## config.mk

```make
export PLATFORM = sky130hd
export DESIGN_NAME = uart_rx_fifo
export DESIGN_NICKNAME = d
export VERILOG_FILES = /design/src/rtl/uart_rx_fifo_pkg.sv /design/src/rtl/uart_rx_ctrl.sv /design/src/rtl/uart_rx_store.sv /design/src/rtl/uart_rx_timeout.sv /design/src/rtl/uart_rx_fifo.sv
export SDC_FILE = /design/constraint.sdc
export NUM_CORES = 1
export LEC_CHECK = 0
export BUFFER_PORTS_ARGS = -buffer_cell sky130_fd_sc_hd__buf_2
export CORE_ASPECT_RATIO = 1.2
export CORE_MARGIN = 3
export CORE_UTILIZATION = 40
export CTS_CLUSTER_DIAMETER = 30
export DETAILED_ROUTE_END_ITERATION = 16
export GPL_ROUTABILITY_DRIVEN = 0
export PLACE_DENSITY = 0.64
export SLEW_MARGIN = 5
export SYNTH_ARGS = -nofsm -noshare
export SYNTH_HDL_FRONTEND = slang
export SYNTH_HIERARCHICAL = 1
export SYNTH_SLANG_ARGS = --single-unit
export TNS_END_PERCENT = 5
```

## constraint.sdc

```tcl
create_clock -name clk_i -period 7.5 [get_ports clk_i]
set_clock_uncertainty 0.1 [all_clocks]
set_input_delay 1.125 -clock clk_i [delete_from_list [all_inputs] [get_ports clk_i]]
set_output_delay 1.125 -clock clk_i [all_outputs]
set_load 0.01 [all_outputs]
```

## src/rtl/uart_rx_fifo_pkg.sv

```systemverilog
package uart_rx_fifo_pkg;
  typedef enum logic [1:0] {
    CHM_NORMAL = 2'b00,
    CHM_ECHO   = 2'b01,
    CHM_LOCAL  = 2'b10,
    CHM_REMOTE = 2'b11
  } chan_mode_e;

  localparam int CTRL_W    = 9;
  localparam int MODE_W    = 10;
  localparam int MODE_LSB  = 8;
  localparam int BIT_FLUSH = 0;
  localparam int BIT_RXEN  = 2;
  localparam int BIT_RXDIS = 3;
  localparam logic [CTRL_W-1:0] CTRL_RST = 9'h128;
endpackage

```

## src/rtl/uart_rx_ctrl.sv

```systemverilog
module uart_rx_ctrl
  import uart_rx_fifo_pkg::*;
#(
  parameter int DATA_W   = 8,
  parameter int TRIG_W   = 6,
  parameter int TRIG_RST = 32
) (
  input  logic              clk_i,
  input  logic              rst_ni,
  input  logic              ctrl_wr_i,
  input  logic [CTRL_W-1:0] ctrl_wdata_i,
  input  logic              mode_wr_i,
  input  logic [MODE_W-1:0] mode_wdata_i,
  input  logic              trig_wr_i,
  input  logic [TRIG_W-1:0] trig_wdata_i,
  input  logic              line_push_i,
  input  logic [DATA_W-1:0] line_data_i,
  input  logic              dr_wr_i,
  input  logic [DATA_W-1:0] dr_wdata_i,
  input  logic              dr_rd_i,
  output logic [CTRL_W-1:0] ctrl_o,
  output logic [TRIG_W-1:0] trig_lvl_o,
  output logic              rx_en_o,
  output logic              flush_o,
  output logic              push_o,
  output logic [DATA_W-1:0] push_data_o,
  output logic              pop_o
);
  logic [CTRL_W-1:0] ctrl_q;
  logic [TRIG_W-1:0] trig_q;
  chan_mode_e        mode_q;
  logic              src_push;
  logic [DATA_W-1:0] src_data;

  always_ff @(posedge clk_i or negedge rst_ni) begin
    if (!rst_ni) begin
      ctrl_q <= CTRL_RST;
      trig_q <= TRIG_W'(TRIG_RST);
      mode_q <= CHM_NORMAL;
    end else begin
      if (ctrl_wr_i) ctrl_q <= ctrl_wdata_i;
      else if (ctrl_q[BIT_FLUSH]) ctrl_q[BIT_FLUSH] <= 1'b0;
      if (trig_wr_i) trig_q <= trig_wdata_i;
      if (mode_wr_i) mode_q <= chan_mode_e'(mode_wdata_i[MODE_LSB+1:MODE_LSB]);
    end
  end

  always_comb begin
    src_push = 1'b0;
    src_data = line_data_i;
    unique case (mode_q)
      CHM_NORMAL, CHM_ECHO: src_push = line_push_i;
      CHM_LOCAL: begin
        src_push = dr_wr_i;
        src_data = dr_wdata_i;
      end
      default: src_push = 1'b0;  // remote loopback bypasses the FIFO
    endcase
  end

  assign rx_en_o     = ctrl_q[BIT_RXEN] & ~ctrl_q[BIT_RXDIS];
  assign flush_o     = ctrl_q[BIT_FLUSH];
  assign push_o      = rx_en_o & src_push;
  assign push_data_o = src_data;
  assign pop_o       = rx_en_o & dr_rd_i;
  assign ctrl_o      = ctrl_q;
  assign trig_lvl_o  = trig_q;
endmodule

```

## src/rtl/uart_rx_store.sv

```systemverilog
module uart_rx_store #(
  parameter int DATA_W = 8,
  parameter int DEPTH  = 16,
  localparam int PTR_W = (DEPTH > 1) ? $clog2(DEPTH) : 1,
  localparam int CNT_W = $clog2(DEPTH + 1)
) (
  input  logic              clk_i,
  input  logic              rst_ni,
  input  logic              flush_i,
  input  logic              push_i,
  input  logic [DATA_W-1:0] push_data_i,
  input  logic              pop_i,
  output logic [DATA_W-1:0] head_o,
  output logic [CNT_W-1:0]  count_o,
  output logic              stored_o,
  output logic              overrun_o
);
  logic [DATA_W-1:0] mem_q [DEPTH];
  logic [PTR_W-1:0]  wr_q, rd_q;
  logic [CNT_W-1:0]  cnt_q;
  logic              ovr_q, full, do_push, do_pop;

  function automatic logic [PTR_W-1:0] nxt(input logic [PTR_W-1:0] p);
    return (p == PTR_W'(DEPTH - 1)) ? '0 : p + 1'b1;
  endfunction

  assign full    = (cnt_q == CNT_W'(DEPTH));
  assign do_push = push_i & ~full & ~flush_i;
  assign do_pop  = pop_i & (cnt_q != '0) & ~flush_i;

  always_ff @(posedge clk_i) begin
    if (do_push) mem_q[wr_q] <= push_data_i;
  end

  always_ff @(posedge clk_i or negedge rst_ni) begin
    if (!rst_ni) begin
      wr_q  <= '0;
      rd_q  <= '0;
      cnt_q <= '0;
      ovr_q <= 1'b0;
    end else if (flush_i) begin
      wr_q  <= '0;
      rd_q  <= '0;
      cnt_q <= '0;
      ovr_q <= 1'b0;
    end else begin
      if (do_push) wr_q <= nxt(wr_q);
      if (do_pop)  rd_q <= nxt(rd_q);
      unique case ({do_push, do_pop})
        2'b10:   cnt_q <= cnt_q + 1'b1;
        2'b01:   cnt_q <= cnt_q - 1'b1;
        default: cnt_q <= cnt_q;
      endcase
      ovr_q <= push_i & full;  // full is judged before a same-cycle pop
    end
  end

  assign head_o    = (cnt_q != '0) ? mem_q[rd_q] : '0;
  assign count_o   = cnt_q;
  assign stored_o  = do_push;
  assign overrun_o = ovr_q;
endmodule

```

## src/rtl/uart_rx_timeout.sv

```systemverilog
module uart_rx_timeout #(
  parameter int CT_W = 16,
  localparam int TMR_W = CT_W + 2
) (
  input  logic            clk_i,
  input  logic            rst_ni,
  input  logic            flush_i,
  input  logic            load_i,
  input  logic [CT_W-1:0] char_time_i,
  output logic            timeout_o
);
  logic [TMR_W-1:0] cnt_q;
  logic             armed_q, tmo_q;

  always_ff @(posedge clk_i or negedge rst_ni) begin
    if (!rst_ni) begin
      cnt_q   <= '0;
      armed_q <= 1'b0;
      tmo_q   <= 1'b0;
    end else begin
      tmo_q <= 1'b0;
      if (flush_i) begin
        cnt_q   <= '0;
        armed_q <= 1'b0;
      end else if (load_i) begin
        cnt_q   <= {char_time_i, 2'b00};  // four character times
        armed_q <= 1'b1;
      end else if (armed_q) begin
        if (cnt_q <= TMR_W'(1)) begin
          cnt_q   <= '0;
          armed_q <= 1'b0;
          tmo_q   <= 1'b1;
        end else begin
          cnt_q <= cnt_q - 1'b1;
        end
      end
    end
  end

  assign timeout_o = tmo_q;
endmodule

```

## src/rtl/uart_rx_fifo.sv

```systemverilog
module uart_rx_fifo
  import uart_rx_fifo_pkg::*;
#(
  parameter int DATA_W   = 8,
  parameter int DEPTH    = 16,
  parameter int TRIG_W   = 6,
  parameter int TRIG_RST = 32,
  parameter int CT_W     = 16
) (
  input  logic              clk_i,
  input  logic              rst_ni,
  input  logic              ctrl_wr_i,
  input  logic [CTRL_W-1:0] ctrl_wdata_i,
  input  logic              mode_wr_i,
  input  logic [MODE_W-1:0] mode_wdata_i,
  input  logic              trig_wr_i,
  input  logic [TRIG_W-1:0] trig_wdata_i,
  input  logic [CT_W-1:0]   char_time_i,
  input  logic              line_push_i,
  input  logic [DATA_W-1:0] line_data_i,
  input  logic              dr_wr_i,
  input  logic [DATA_W-1:0] dr_wdata_i,
  input  logic              dr_rd_i,
  output logic [DATA_W-1:0] rd_data_o,
  output logic [CTRL_W-1:0] ctrl_o,
  output logic              empty_o,
  output logic              full_o,
  output logic              trig_o,
  output logic              overrun_o,
  output logic              timeout_o
);
  localparam int CNT_W = $clog2(DEPTH + 1);

  logic [TRIG_W-1:0] trig_lvl;
  logic              rx_en, flush, push, pop, stored;
  logic [DATA_W-1:0] push_data, head;
  logic [CNT_W-1:0]  count;

  uart_rx_ctrl #(.DATA_W(DATA_W), .TRIG_W(TRIG_W), .TRIG_RST(TRIG_RST)) u_ctrl (
    .clk_i, .rst_ni, .ctrl_wr_i, .ctrl_wdata_i, .mode_wr_i, .mode_wdata_i,
    .trig_wr_i, .trig_wdata_i, .line_push_i, .line_data_i, .dr_wr_i,
    .dr_wdata_i, .dr_rd_i, .ctrl_o, .trig_lvl_o(trig_lvl), .rx_en_o(rx_en),
    .flush_o(flush), .push_o(push), .push_data_o(push_data), .pop_o(pop)
  );

  uart_rx_store #(.DATA_W(DATA_W), .DEPTH(DEPTH)) u_store (
    .clk_i, .rst_ni, .flush_i(flush), .push_i(push), .push_data_i(push_data),
    .pop_i(pop), .head_o(head), .count_o(count), .stored_o(stored), .overrun_o
  );

  uart_rx_timeout #(.CT_W(CT_W)) u_tmo (
    .clk_i, .rst_ni, .flush_i(flush), .load_i(stored), .char_time_i,
    .timeout_o
  );

  assign rd_data_o = rx_en ? head : '0;
  assign empty_o   = (count == '0);
  assign full_o    = (count == CNT_W'(DEPTH));
  assign trig_o    = (32'(count) >= 32'(trig_lvl));
endmodule

```

After elaboration in Yosys (flattened, before gate mapping)
Memory sizes are Yosys's and may differ from the RTL's. Cells that the tools add are included.

Bits in registers: 51. Memory bits (writable): 128. Bits of input ports: 65. Output and inout bits: 22. Word-level logic and storage cells: 73. Memories kept: 1.

$add $sub $neg: 5. Magnitude comparators: 2. Equal/unequal tests: 7. Mux-type cells: 28. Bitwise gates (word level): 11. Reduce and logical (&&, ||, !) cells: 8.

Memories: u_store.mem_q (depth 16, width 8, rd ports 1, clocked after memory_dff 0, write ports 1, RTL line uart_rx_store.sv:18) `logic [DATA_W-1:0] mem_q [DEPTH];`.

Operator list (number): $mux W18 (4); $mux W4 (6); $mux W8 (3); $le A18 B1 Y1 const B (1); $sub A18 B1 Y18 const B (1); $mux W1 (12); $pmux W5 S2 (1); $add A4 B1 Y4 const B (2); $and A1 B1 Y1 (8); $eq A4 B4 Y1 const B (2); $ge A5 B6 Y1 (1); $reduce_bool A3 Y1 (2); $add A5 B1 Y5 const B (1); $eq A5 B5 Y1 const B (1); $logic_not A5 Y1 (1); $mux W5 (1); $reduce_bool A5 Y1 (1); $sub A5 B1 Y5 const B (1); $eq A2 B1 Y1 const B (2); $eq A2 B2 Y1 const B (2); $reduce_bool A2 Y1 (2); $not A1 Y1 (3); $logic_not A2 Y1 (1); $pmux W1 S2 (1); $reduce_or A2 Y1 (1).

Longest topological paths before layout
Gate-level depths: netlist of the first run.

Word-level depth: 9. Depth in mapped cells: 12. Gate-level depth less buffers: 11.

Modules after synthesis
Netlist of the first run, hierarchy kept.

Modules (own cells, without submodules): uart_rx_store (times used 1, cells an instance 318, area an instance 5901.9 um2, sequential area each 4194.0 um2); uart_rx_timeout (times used 1, cells an instance 153, area an instance 1388.8 um2, sequential area each 500.5 um2); uart_rx_ctrl (times used 1, cells an instance 52, area an instance 813.3 um2, sequential area each 430.4 um2); uart_rx_fifo (times used 1, cells an instance 27, area an instance 190.2 um2, sequential area each 0.0 um2).

Worst setup path before layout of the first run
No wires, ideal clock.

Path kind: input to register. Start point: input dr_wr_i. End point: memory u_store.mem_q[3][0], enable pin. Setup time: 0.383 ns. Data arrival time: 3.099 ns. Data required time: 7.017 ns. Path slack: 3.918 ns. Stages: 6. Path buffers: 0. Path through: nand3b_1 -> a21boi_1 -> a21boi_2 -> nor2b_1 -> nand2_1 -> nor3_1.

Cells in the longest elaborated chain, start to end: 6.

Ends and longest elaborated chain: from (decl) (RTL line uart_rx_fifo.sv:21) `input logic dr_wr_i,`; $pmux W1 S2 (RTL line uart_rx_ctrl.sv:51) `unique case (mode_q)`; $and A1 B1 Y1 (RTL line uart_rx_ctrl.sv:63) `assign push_o = rx_en_o & src_push;`; named net push (RTL line uart_rx_fifo.sv:35) `logic rx_en, flush, push, pop, stored;`; $and A1 B1 Y1 (2 in series) (RTL line uart_rx_store.sv:28) `assign do_push = push_i & ~full & ~flush_i;`; named net stored (RTL line uart_rx_fifo.sv:35); $mux W1 (RTL line uart_rx_store.sv:32) `if (do_push) mem_q[wr_q] <= push_data_i;`; $mux W1 (not written as such) (RTL line uart_rx_store.sv:32); to (decl) (RTL line uart_rx_store.sv:18).

The timed path passes the listed nets, and every way through them passes these cells.

Final worst setup path of the first run
Start point: register u_ctrl.ctrl_q[2], in the netlist u_ctrl/ctrl_o[2]. End point: memory u_store.mem_q[0][3], enable pin.

Cells in the longest elaborated chain, start to end: 6.

Ends and longest elaborated chain: from (decl) (RTL line uart_rx_ctrl.sv:29) `logic [CTRL_W-1:0] ctrl_q;`; from (signal assigned) (RTL line uart_rx_ctrl.sv:41) `if (ctrl_wr_i) ctrl_q <= ctrl_wdata_i;`; $and A1 B1 Y1 (RTL line uart_rx_ctrl.sv:61) `assign rx_en_o = ctrl_q[BIT_RXEN] & ~ctrl_q[BIT_RXDIS];`; named net rx_en (RTL line uart_rx_fifo.sv:35); $and A1 B1 Y1 (RTL line uart_rx_ctrl.sv:63); named net push (RTL line uart_rx_fifo.sv:35); $and A1 B1 Y1 (2 in series) (RTL line uart_rx_store.sv:28); named net stored (RTL line uart_rx_fifo.sv:35); $mux W1 (RTL line uart_rx_store.sv:32); $mux W1 (not written as such) (RTL line uart_rx_store.sv:32).

The timed path passes the listed nets, and every way through them passes these cells.

==> results of run 1 <==
worst max-delay path, delay by kind of cell, from the launching register on:
family | cells | cell delay (ps)
AND/OR/NAND/NOR | 4 | 2010
AO/OA/AOI/OAI | 2 | 1190
buffers and inverters | 1 | 380
flip-flops | 1 | 350
final timing paths:
check / end / slack (ps) / cells after the start
max reg2reg: u_store/mem_q[0][3] / 3080 / 7
max: u_store/mem_q[0][3] / 3080 / 7
min reg2reg: u_ctrl/ctrl_o[7] / 380 / 1
min: u_ctrl/ctrl_o[7] / 380 / 1
max in group asynchronous: u_store/rd_q[0] / 6110 / 2
min in group asynchronous: u_tmo/cnt_q[17] / 710 / 2
cells in the final DEF (no fill, tap or decap), types with 3 or more instances in the layout:
cell type / instances
a21oi_1: 23
a31o_2: 3
and2_1: 12
buf_2: 78
buf_4: 6
clkbuf_16: 17
dfrtp_1: 45
dfstp_2: 4
edfxtp_1: 128
ha_1: 14
inv_1: 14
inv_8: 3
mux2_1: 16
mux2_4: 8
mux2i_1: 22
mux4_2: 32
nand2_1: 18
nand2b_1: 5
nand3_1: 12
nand3b_1: 3
nor2_1: 36
nor3_1: 12
nor3b_1: 9
o211ai_1: 3
o21ai_0: 11
o22ai_1: 12
or3_1: 4
xnor2_1: 3
xor2_1: 6
flip-flops by register name (all words and copies together), names as in the netlist:
name	flops
u_ctrl/ctrl_o	9
u_ctrl/mode_q	2
u_ctrl/trig_lvl_o	6
u_store/count_o	5
u_store/mem_q	128
u_store/overrun_o	1
u_store/rd_q	4
u_store/wr_q	4
u_tmo/armed_q	1
u_tmo/cnt_q	18
u_tmo/timeout_o	1
where the power goes:
group          switching [W]  internal (W)
Combinational       0.000309      0.000275
Sequential         0.0000923       0.00113
Clock               0.000387      0.000509
Total               0.000789       0.00191
final cells by class:
| cell class | instances | area share |
|---|---|---|
| Clock inverter | 12 | 0.0157 |
| Clock buffer | 20 | 0.0471 |
| Timing Repair Buffer | 84 | 0.0459 |
| Inverter | 14 | 0.00554 |
| Multi-Input combinational cell | 325 | 0.310 |
| Sequential cell | 179 | 0.541 |
| Tap cell | 265 | 0.0350 |
cell families (layout without fill, tap and decap cells):
family / after synthesis / after routing / share of synthesized area
buf+inv: 46 / 130 / 0.0278
flops: 179 / 179 / 0.618
fa+ha+maj: 14 / 14 / 0.0211
xor+xnor: 9 / 9 / 0.00950
compound gates: 81 / 81 / 0.0679
mux: 79 / 79 / 0.151
simple gates: 142 / 142 / 0.105
per-layer routing:
metal	share of wire	track usage
met4	0.012	0.0467
met1	0.44	0.203
met5	0	0
met2	0.51	0.263
met3	0.036	0.0300
metrics by stage:
stage / instance area, µm² / utilization / total power [W] / hold slack, ps
after detailed placement: 8890 / 0.437 / 0.00183 / 371
final: 9480 / 0.467 / 0.00270 / 384
after CTS: 9480 / 0.467 / 0.00273 / 386
after floorplan: 8290 / - / 0.00168 / 358
after global routing: 9480 / 0.467 / 0.00283 / 413
after global placement: 8890 / 0.437 / 0.00181 / 369
==> impl_metrics.yaml, run 1 <==
status:
  status: "finished, final reports clean"
sta:
  tightest_slew_ps: 1140
  slew_headroom: 0.235
  fmax_ghz: 0.226
  timing.final.max_slew_violations: 0
  setup_tns_ps: 0
  setup_viol: 0
  worst_slack_ps: 3080
  period_needed_ps: 4420
  hold_viol_final: 0
  fin_crit_sh: 0.589
  rsz0062_at_grt: "false"
setup_path:
  crit_type: "reg -> reg"
  worstPathRequired_ps: 7440
  startpoint_type: "register"
  arrival_ps: 4360
  cp_slowest_stage_delay_ps: 910
  path_max_fanout: 37
  critPathSlowestCell: "nor3_1"
  crit_chain: "nor2b_1, a21boi_1, a21boi_2, nor2b_2, buf_4, nand2_1, nor3_1"
  worstSetupEndpointType: "register"
  startpoint: "u_ctrl/ctrl_o[2]"
  rr_startpoint: "u_ctrl/ctrl_o[2]"
logic_synthesis:
  synth_top_area_share: 0.463
  synth_area_leaders: "edfxtp_1 46%, dfrtp_1 14%, mux4_2 8.7%"
  syn_avg_cell_area_um2: 15.1
  synth_fp_nets: 629
  netlist_area_um2: 8290
  ys_types: 79
  yosysSeqAreaShare: 0.618
  async_flop_share: 0.285
  synthCells: 550
  yosysWarningCount: 6
  yosys-top-cells-count: "128 x edfxtp_1, 47 x dfrtp_1, 36 x nor2_1"
  ys_ff_latch: 179
  yosys.area.top_type: "edfxtp_1"
  synth_edf_count: 128
  yosysMostFrequentCell: "edfxtp_1"
  synth_flop_cell: "edfxtp_1"
floorplanning:
  die_w_um: 137
  initial_utilization: 0.408
  pin_count: 87
  die-height_um: 164
  core_region_area_um2: 20300
  die_area_um2: 22500
  fp-row-count: 57
place:
  port_buffers: 78
  place_ws_ps: 2870
  dp_hpwl_um: 11300
  dp_cells: 867
cts:
  cts.sinks: 179
  cts_root_buf: "clkbuf_16"
  cts_buffer_depth: 2
  hold_buffers: 0
  cts_tree: "built"
  cts_buffers: 17
  clk_pin_slew_ps: 70
  post_cts_buffers: 0
  h-tree-depth: 4
  post_cts_resized: 0
  clk_latency_ps: 430
cells_and_area:
  multi_input_area_um2: 2940
  diodes: 0
  syn_to_final_growth_pct: 14.3
  drive_gt1_frac: 0.295
  regArea_um2: 5130
  nets: 700
  fin_cells: 899
  fillCellCount: 1785
routing:
  drcViolationCount: 0
  first_pass_iters: 5
  num_vias: 4841
  routedWlPerCell_um: 18.9
  drt-vias-per-instance: 5.38
  routed_wl_um: 17000
  ant_nets: 0
  drtIter0Drc: 366
min_path:
  min_path_type: "reg -> reg"
  hold_start: "u_ctrl/ctrl_o[7]"
global_routing:
  grt_pass1_vias: 5010
  grt_pass1_wl_um: 26600
  gr-total-overflow: 0
  grt_max_degree: 52
  grt_usage: 0.156
  antenna_found_initial: 0
power_and_ir_drop:
  leakage_nw: 3.40
  peakVddDrop_mv: 0.150
  powerDensity_nw_per_um2: 285
run:
  drv_cap: 0
Note: power is estimated with default switching activity, not from simulation.
==> run 2: changes to the inputs <==
==> constraint.sdc (replaced) <==
create_clock -name clk_i -period 4.4 [get_ports clk_i]
set_clock_uncertainty 0.1 [all_clocks]
set_input_delay 0.66 -clock clk_i [delete_from_list [all_inputs] [get_ports clk_i]]
set_output_delay 0.66 -clock clk_i [all_outputs]
set_load 0.01 [all_outputs]
==> impl_metrics.yaml, run 2 (synthesis results as in run 1) <==
sta:
  setup_tns_ps: 0
  fmax_ghz: 0.283
  setup_viol: 0
  slew_headroom: 0.279
  rsz0062_at_grt: "false"
  fin_crit_sh: 0.804
  timing.final.max_slew_violations: 0
  hold_viol_final: 0
  tightest_slew_ps: 1080
  period_needed_ps: 3540
floorplanning:
  fp-row-count: 57
  pin_count: 87
  die-height_um: 164
  initial_utilization: 0.408
  die_area_um2: 22500
  core_region_area_um2: 20300
  die_w_um: 137
cts:
  post_cts_resized: 0
  clk_latency_ps: 420
  cts_root_buf: "clkbuf_16"
  clk_pin_slew_ps: 70
  cts.sinks: 179
  post_cts_buffers: 0
  cts_buffers: 17
  cts_buffer_depth: 2
  h-tree-depth: 4
  hold_buffers: 0
  cts_tree: "built"
power_and_ir_drop:
  powerDensity_nw_per_um2: 478
  leakage_nw: 3.43
  peakVddDrop_mv: 0.253
  power_w: 0.00455
min_path:
  min_path_type: "in -> async"
cells_and_area:
  syn_to_final_growth_pct: 14.8
  nets: 706
  fin_util: 0.468
  post-route-cell-area_um2: 9520
  diodes: 0
  final_common_cell: "edfxtp_1"
  largest_reg_flops: 128
  drive_gt1_frac: 0.305
  final_cell_mix: "128 x edfxtp_1, 78 x buf_2, 45 x dfrtp_1, 36 x nor2_1, 32 x mux4_2"
  top_register: "u_store/mem_q"
  fin_cells: 905
global_routing:
  antenna_found_initial: 0
  gr-total-overflow: 0
  grt_pass1_vias: 5035
  grt_usage: 0.158
  grt_max_degree: 39
  grt_pass1_wl_um: 27200
status:
  status: "finished, final reports clean"
place:
  dp_cells: 873
  dpl_cell_area_um2: 8930
  port_buffers: 78
  dp_hpwl_um: 11600
setup_path:
  path_delay_family: "flip-flops"
  worstSetupEndpointType: "output port"
  critPathSlowestCell: "dfrtp_2"
  crit_type: "reg -> out"
  cp_slowest_stage_delay_ps: 810
  crit_chain: "buf_4, mux4_2, mux2i_1, o22ai_1, and2_1, buf_2"
  crit_buf_inv: 2
  arrival_ps: 2780
  worstPathRequired_ps: 3640
  startpoint_type: "register"
  path_max_fanout: 23
routing:
  num_vias: 4952
  first_pass_iters: 4
  drt-vias-per-instance: 5.47
  drcViolationCount: 0
  routedWlPerCell_um: 19.1
  routed_wl_um: 17200
  drtIter0Drc: 300
  ant_nets: 0
run:
  drv_cap: 0
-- run 2: changes by cell type in the layout (fill, tap and decap cells not counted), sizes merged --
cell and change:
bufinv -2, clkbuf -3, clkinv +3, buf +6, clkinvlp -1, inv +3
-- run 2: cell type report --
class	instances	area, µm²
clock buffers	17	425
clock inverters	15	161
fillers	1797	10800
inverters	14	52.6
multi-input cells	325	2940
flip-flops and latches	179	5130
well taps	265	332
repair buffers	90	480
-- run 2: worst paths after layout --
kind / from / endpoint / slack (ps) / depth (start not counted)
max in group asynchronous: rst_ni / u_store/rd_q[1] / 3310 / 2
hold reg to reg: u_ctrl/ctrl_o[4] / u_ctrl/ctrl_o[4] / 390 / 1
min in group clk_i: trig_wdata_i[3] / u_ctrl/trig_lvl_o[3] / 350 / 2
setup reg to reg: u_ctrl/ctrl_o[2] / u_store/count_o[4] / 930 / 12
hold / removal: rst_ni / u_tmo/cnt_q[17] / 60 / 1
setup / recovery: u_store/rd_q[0] / rd_data_o[3] / 860 / 6
-- run 2: per-stage QoR --
stage	worst slack, ps	hold WS (ps)
5_1_grt	629	54.0
3_5_place_dp	920	374
6_report	863	63.4
2_1_floorplan	1260	264
3_3_place_gp	950	370
4_1_cts	737	43.3
-- run 2: layer usage --
| layer | track usage | up-vias | share of wire |
|---|---|---|---|
| li1 | - | 2292 | - |
| met1 | 0.207 | 2520 | 0.43 |
| met4 | 0.0340 | 0 | 0.0044 |
| met5 | 0 | - | 0 |
| met3 | 0.0343 | 9 | 0.047 |
| met2 | 0.271 | 131 | 0.52 |
-- run 2: power breakdown --
part / total [W] / switching (W) / internal (W)
logic: 0.000976 / 0.000500 / 0.000476
clock network: 0.00147 / 0.000704 / 0.000762
registers: 0.00211 / 0.000184 / 0.00192
total: 0.00455 / 0.00139 / 0.00316
==> run 3: changes to the inputs <==
--- a/config.mk
+++ b/config.mk
@@ -5,6 +5,7 @@
 export SDC_FILE = /design/constraint.sdc
 export NUM_CORES = 1
 export LEC_CHECK = 0
+export ABC_AREA = 1
 export BUFFER_PORTS_ARGS = -buffer_cell sky130_fd_sc_hd__buf_2
 export CORE_ASPECT_RATIO = 1.2
 export CORE_MARGIN = 3
@@ -12,7 +13,7 @@
 export CTS_CLUSTER_DIAMETER = 30
 export DETAILED_ROUTE_END_ITERATION = 16
 export GPL_ROUTABILITY_DRIVEN = 0
-export PLACE_DENSITY = 0.64
+export PLACE_DENSITY = 0.66
 export SLEW_MARGIN = 5
 export SYNTH_ARGS = -nofsm -noshare
 export SYNTH_HDL_FRONTEND = slang
==> constraint.sdc (replaced) <==
create_clock -name clk_i -period 2.9 [get_ports clk_i]
set_clock_uncertainty 0.1 [all_clocks]
set_input_delay 0.435 -clock clk_i [delete_from_list [all_inputs] [get_ports clk_i]]
set_output_delay 0.435 -clock clk_i [all_outputs]
set_load 0.01 [all_outputs]
==> impl_metrics.yaml, run 3 <==
floorplanning:
  fp-row-count: 58
  die_w_um: 140
  pin_count: 87
  core_region_area_um2: 21000
  initial_utilization: 0.409
  die-height_um: 167
  die_area_um2: 23300
logic_synthesis:
  yosysWarningCount: 6
  synth_edf_count: 128
  yosys.area.top_type: "edfxtp_1"
  syn_avg_cell_area_um2: 9.93
  yosysSeqAreaShare: 0.595
  ys_types: 43
  yosys-top-cells-count: "254 x nand2_1, 128 x edfxtp_1, 74 x nor2_1"
  ys_ff_latch: 179
  synth_top_area_share: 0.446
  synth_fp_nets: 946
  yosysMostFrequentCell: "nand2_1"
  synth_flop_cell: "edfxtp_1"
  netlist_area_um2: 8610
  synth_area_leaders: "edfxtp_1 45%, dfrtp_1 14%, nand2_1 11%"
  synthCells: 867
  async_flop_share: 0.285
cells_and_area:
  largest_reg_flops: 128
  final_common_cell: "nand2_1"
  top_register: "u_store/mem_q"
  nets: 1043
  drive_gt1_frac: 0.210
  final_cell_mix: "254 x nand2_1, 128 x edfxtp_1, 78 x buf_2, 74 x nor2_1, 71 x inv_1"
  fin_cells: 1247
  fin_util: 0.479
  syn_to_final_growth_pct: 17.0
  diodes: 0
min_path:
  min_path_type: "in -> reg"
routing:
  routed_wl_um: 20100
  first_pass_iters: 6
  drt-vias-per-instance: 5.08
  ant_nets: 0
  drtIter0Drc: 563
  routedWlPerCell_um: 16.1
  drcViolationCount: 0
  num_vias: 6337
global_routing:
  grt_max_degree: 38
  grt_usage: 0.172
  grt_pass1_vias: 6034
  antenna_found_initial: 0
  gr-total-overflow: 0
  grt_pass1_wl_um: 31400
power_and_ir_drop:
  powerDensity_nw_per_um2: 791
  combPwrFrac: 0.313
  p_clk_frac: 0.285
  peakVddDrop_mv: 0.465
  seqPwrFrac: 0.402
  leakage_nw: 4.29
  p_sw_frac: 0.354
  power.internal_w: 0.00514
  p_switching_w: 0.00282
sta:
  setup_viol: 0
  period_needed_ps: 2770
  fmax_ghz: 0.361
  fin_crit_sh: 0.955
  tightest_slew_ps: 747
  timing.final.max_slew_violations: 0
  hold_viol_final: 0
  slew_headroom: 0.501
cts:
  h-tree-depth: 4
  cts_tree: "built"
  clk_latency_ps: 420
  cts_buffer_depth: 2
  cts_root_buf: "clkbuf_16"
  cts.sinks: 179
  clk_pin_slew_ps: 70
  cts_buffers: 17
setup_path:
  path_max_fanout: 35
  startpoint_type: "register"
  crit_type: "reg -> out"
  worstSetupEndpointType: "output port"
  arrival_ps: 2230
  worstPathRequired_ps: 2370
place:
  dp_cells: 1212
  port_buffers: 78
  dp_hpwl_um: 13300
status:
  status: "finished, final reports clean"
run:
  drv_cap: 0
## run 3: power by group through the flow
| stage | Combinational, W | Clock (W) | Sequential [W] |
|---|---|---|---|
| 2_1_floorplan | 0.00185 | 0 | 0.00318 |
| 3_3_place_gp | 0.00238 | 0 | 0.00324 |
| 3_5_place_dp | 0.00241 | 0 | 0.00324 |
| 4_1_cts | 0.00244 | 0.00232 | 0.00319 |
| 5_1_grt | 0.00279 | 0.00242 | 0.00323 |
| 6_report | 0.00250 | 0.00227 | 0.00320 |
## run 3: routing by layer
metal / wire length [µm] / vias up / GRT usage
met3: 1040 / 20 / 0.0313
met1: 8390 / 2998 / 0.214
li1: - / 3123 / -
met5: 0 / - / 0
met2: 10400 / 196 / 0.305
met4: 299 / 0 / 0.0476
## run 3: worst paths after layout
path	start	endpoint	slack [ps]	cells after the start
worst max-delay path	u_store/rd_q[0]	rd_data_o[2]	130	10
worst min-delay path	ctrl_wdata_i[0]	u_ctrl/ctrl_o[0]	110	3
worst max register to register	u_ctrl/mode_q[1]	u_tmo/cnt_q[14]	370	13
worst min register to register	u_ctrl/ctrl_o[5]	u_ctrl/ctrl_o[5]	370	2
max in group asynchronous	rst_ni	u_ctrl/ctrl_o[8]	1610	3
min in group asynchronous	rst_ni	u_tmo/cnt_q[6]	380	2
## run 3: logic make-up (layout without fill, tap and decap cells)
kind of cell	after synthesis	after routing	synth area share
flip-flops	179	179	0.595
adder cells (fa/ha/maj)	14	14	0.0203
AO/OA/AOI/OAI	136	136	0.0953
buffers and inverters	110	220	0.0551
AND/OR/NAND/NOR	403	403	0.206
multiplexers	16	16	0.0186
XOR/XNOR	9	9	0.00915
## run 3: final cells by class
type                    count  area [µm²]
clock inverters            10        78.8
multi-input cells         578        3050
flip-flops and latches    179        5130
repair buffers            109         649
well taps                 270         338
inverters                  79         305
clock buffers              22         518
fillers                  1920       11000
## run 3: critical path, stage by stage (launching register included)
cell and delay [ps]:
dfrtp_2 460, clkinvlp_4 100, buf_4 140, buf_12 200, nand2_1 90, a21oi_1 230
nor3_1 80, a211oi_1 250, nand2_1 80, inv_1 50, buf_2 120
## run 3: metrics by stage
stage	area [µm²]	hold slack (ps)	setup slack, ps	total power (W)	TNS, ps
2_1_floorplan	8610	39.4	683	0.00503	0
3_3_place_gp	9390	284	392	0.00562	0
3_5_place_dp	9390	289	347	0.00565	0
4_1_cts	10000	84.3	-46.1	0.00796	-112
5_1_grt	10100	103	-17.9	0.00845	-20.5
6_report	10100	106	132	0.00797	0
## run 3: repair_timing
item	in CTS	in global routing
endpoints found under the setup margin	5	8
endpoints found under the hold margin	15	0
buffers inserted	0	2
resized for setup	3	11
hold buffers	1	0
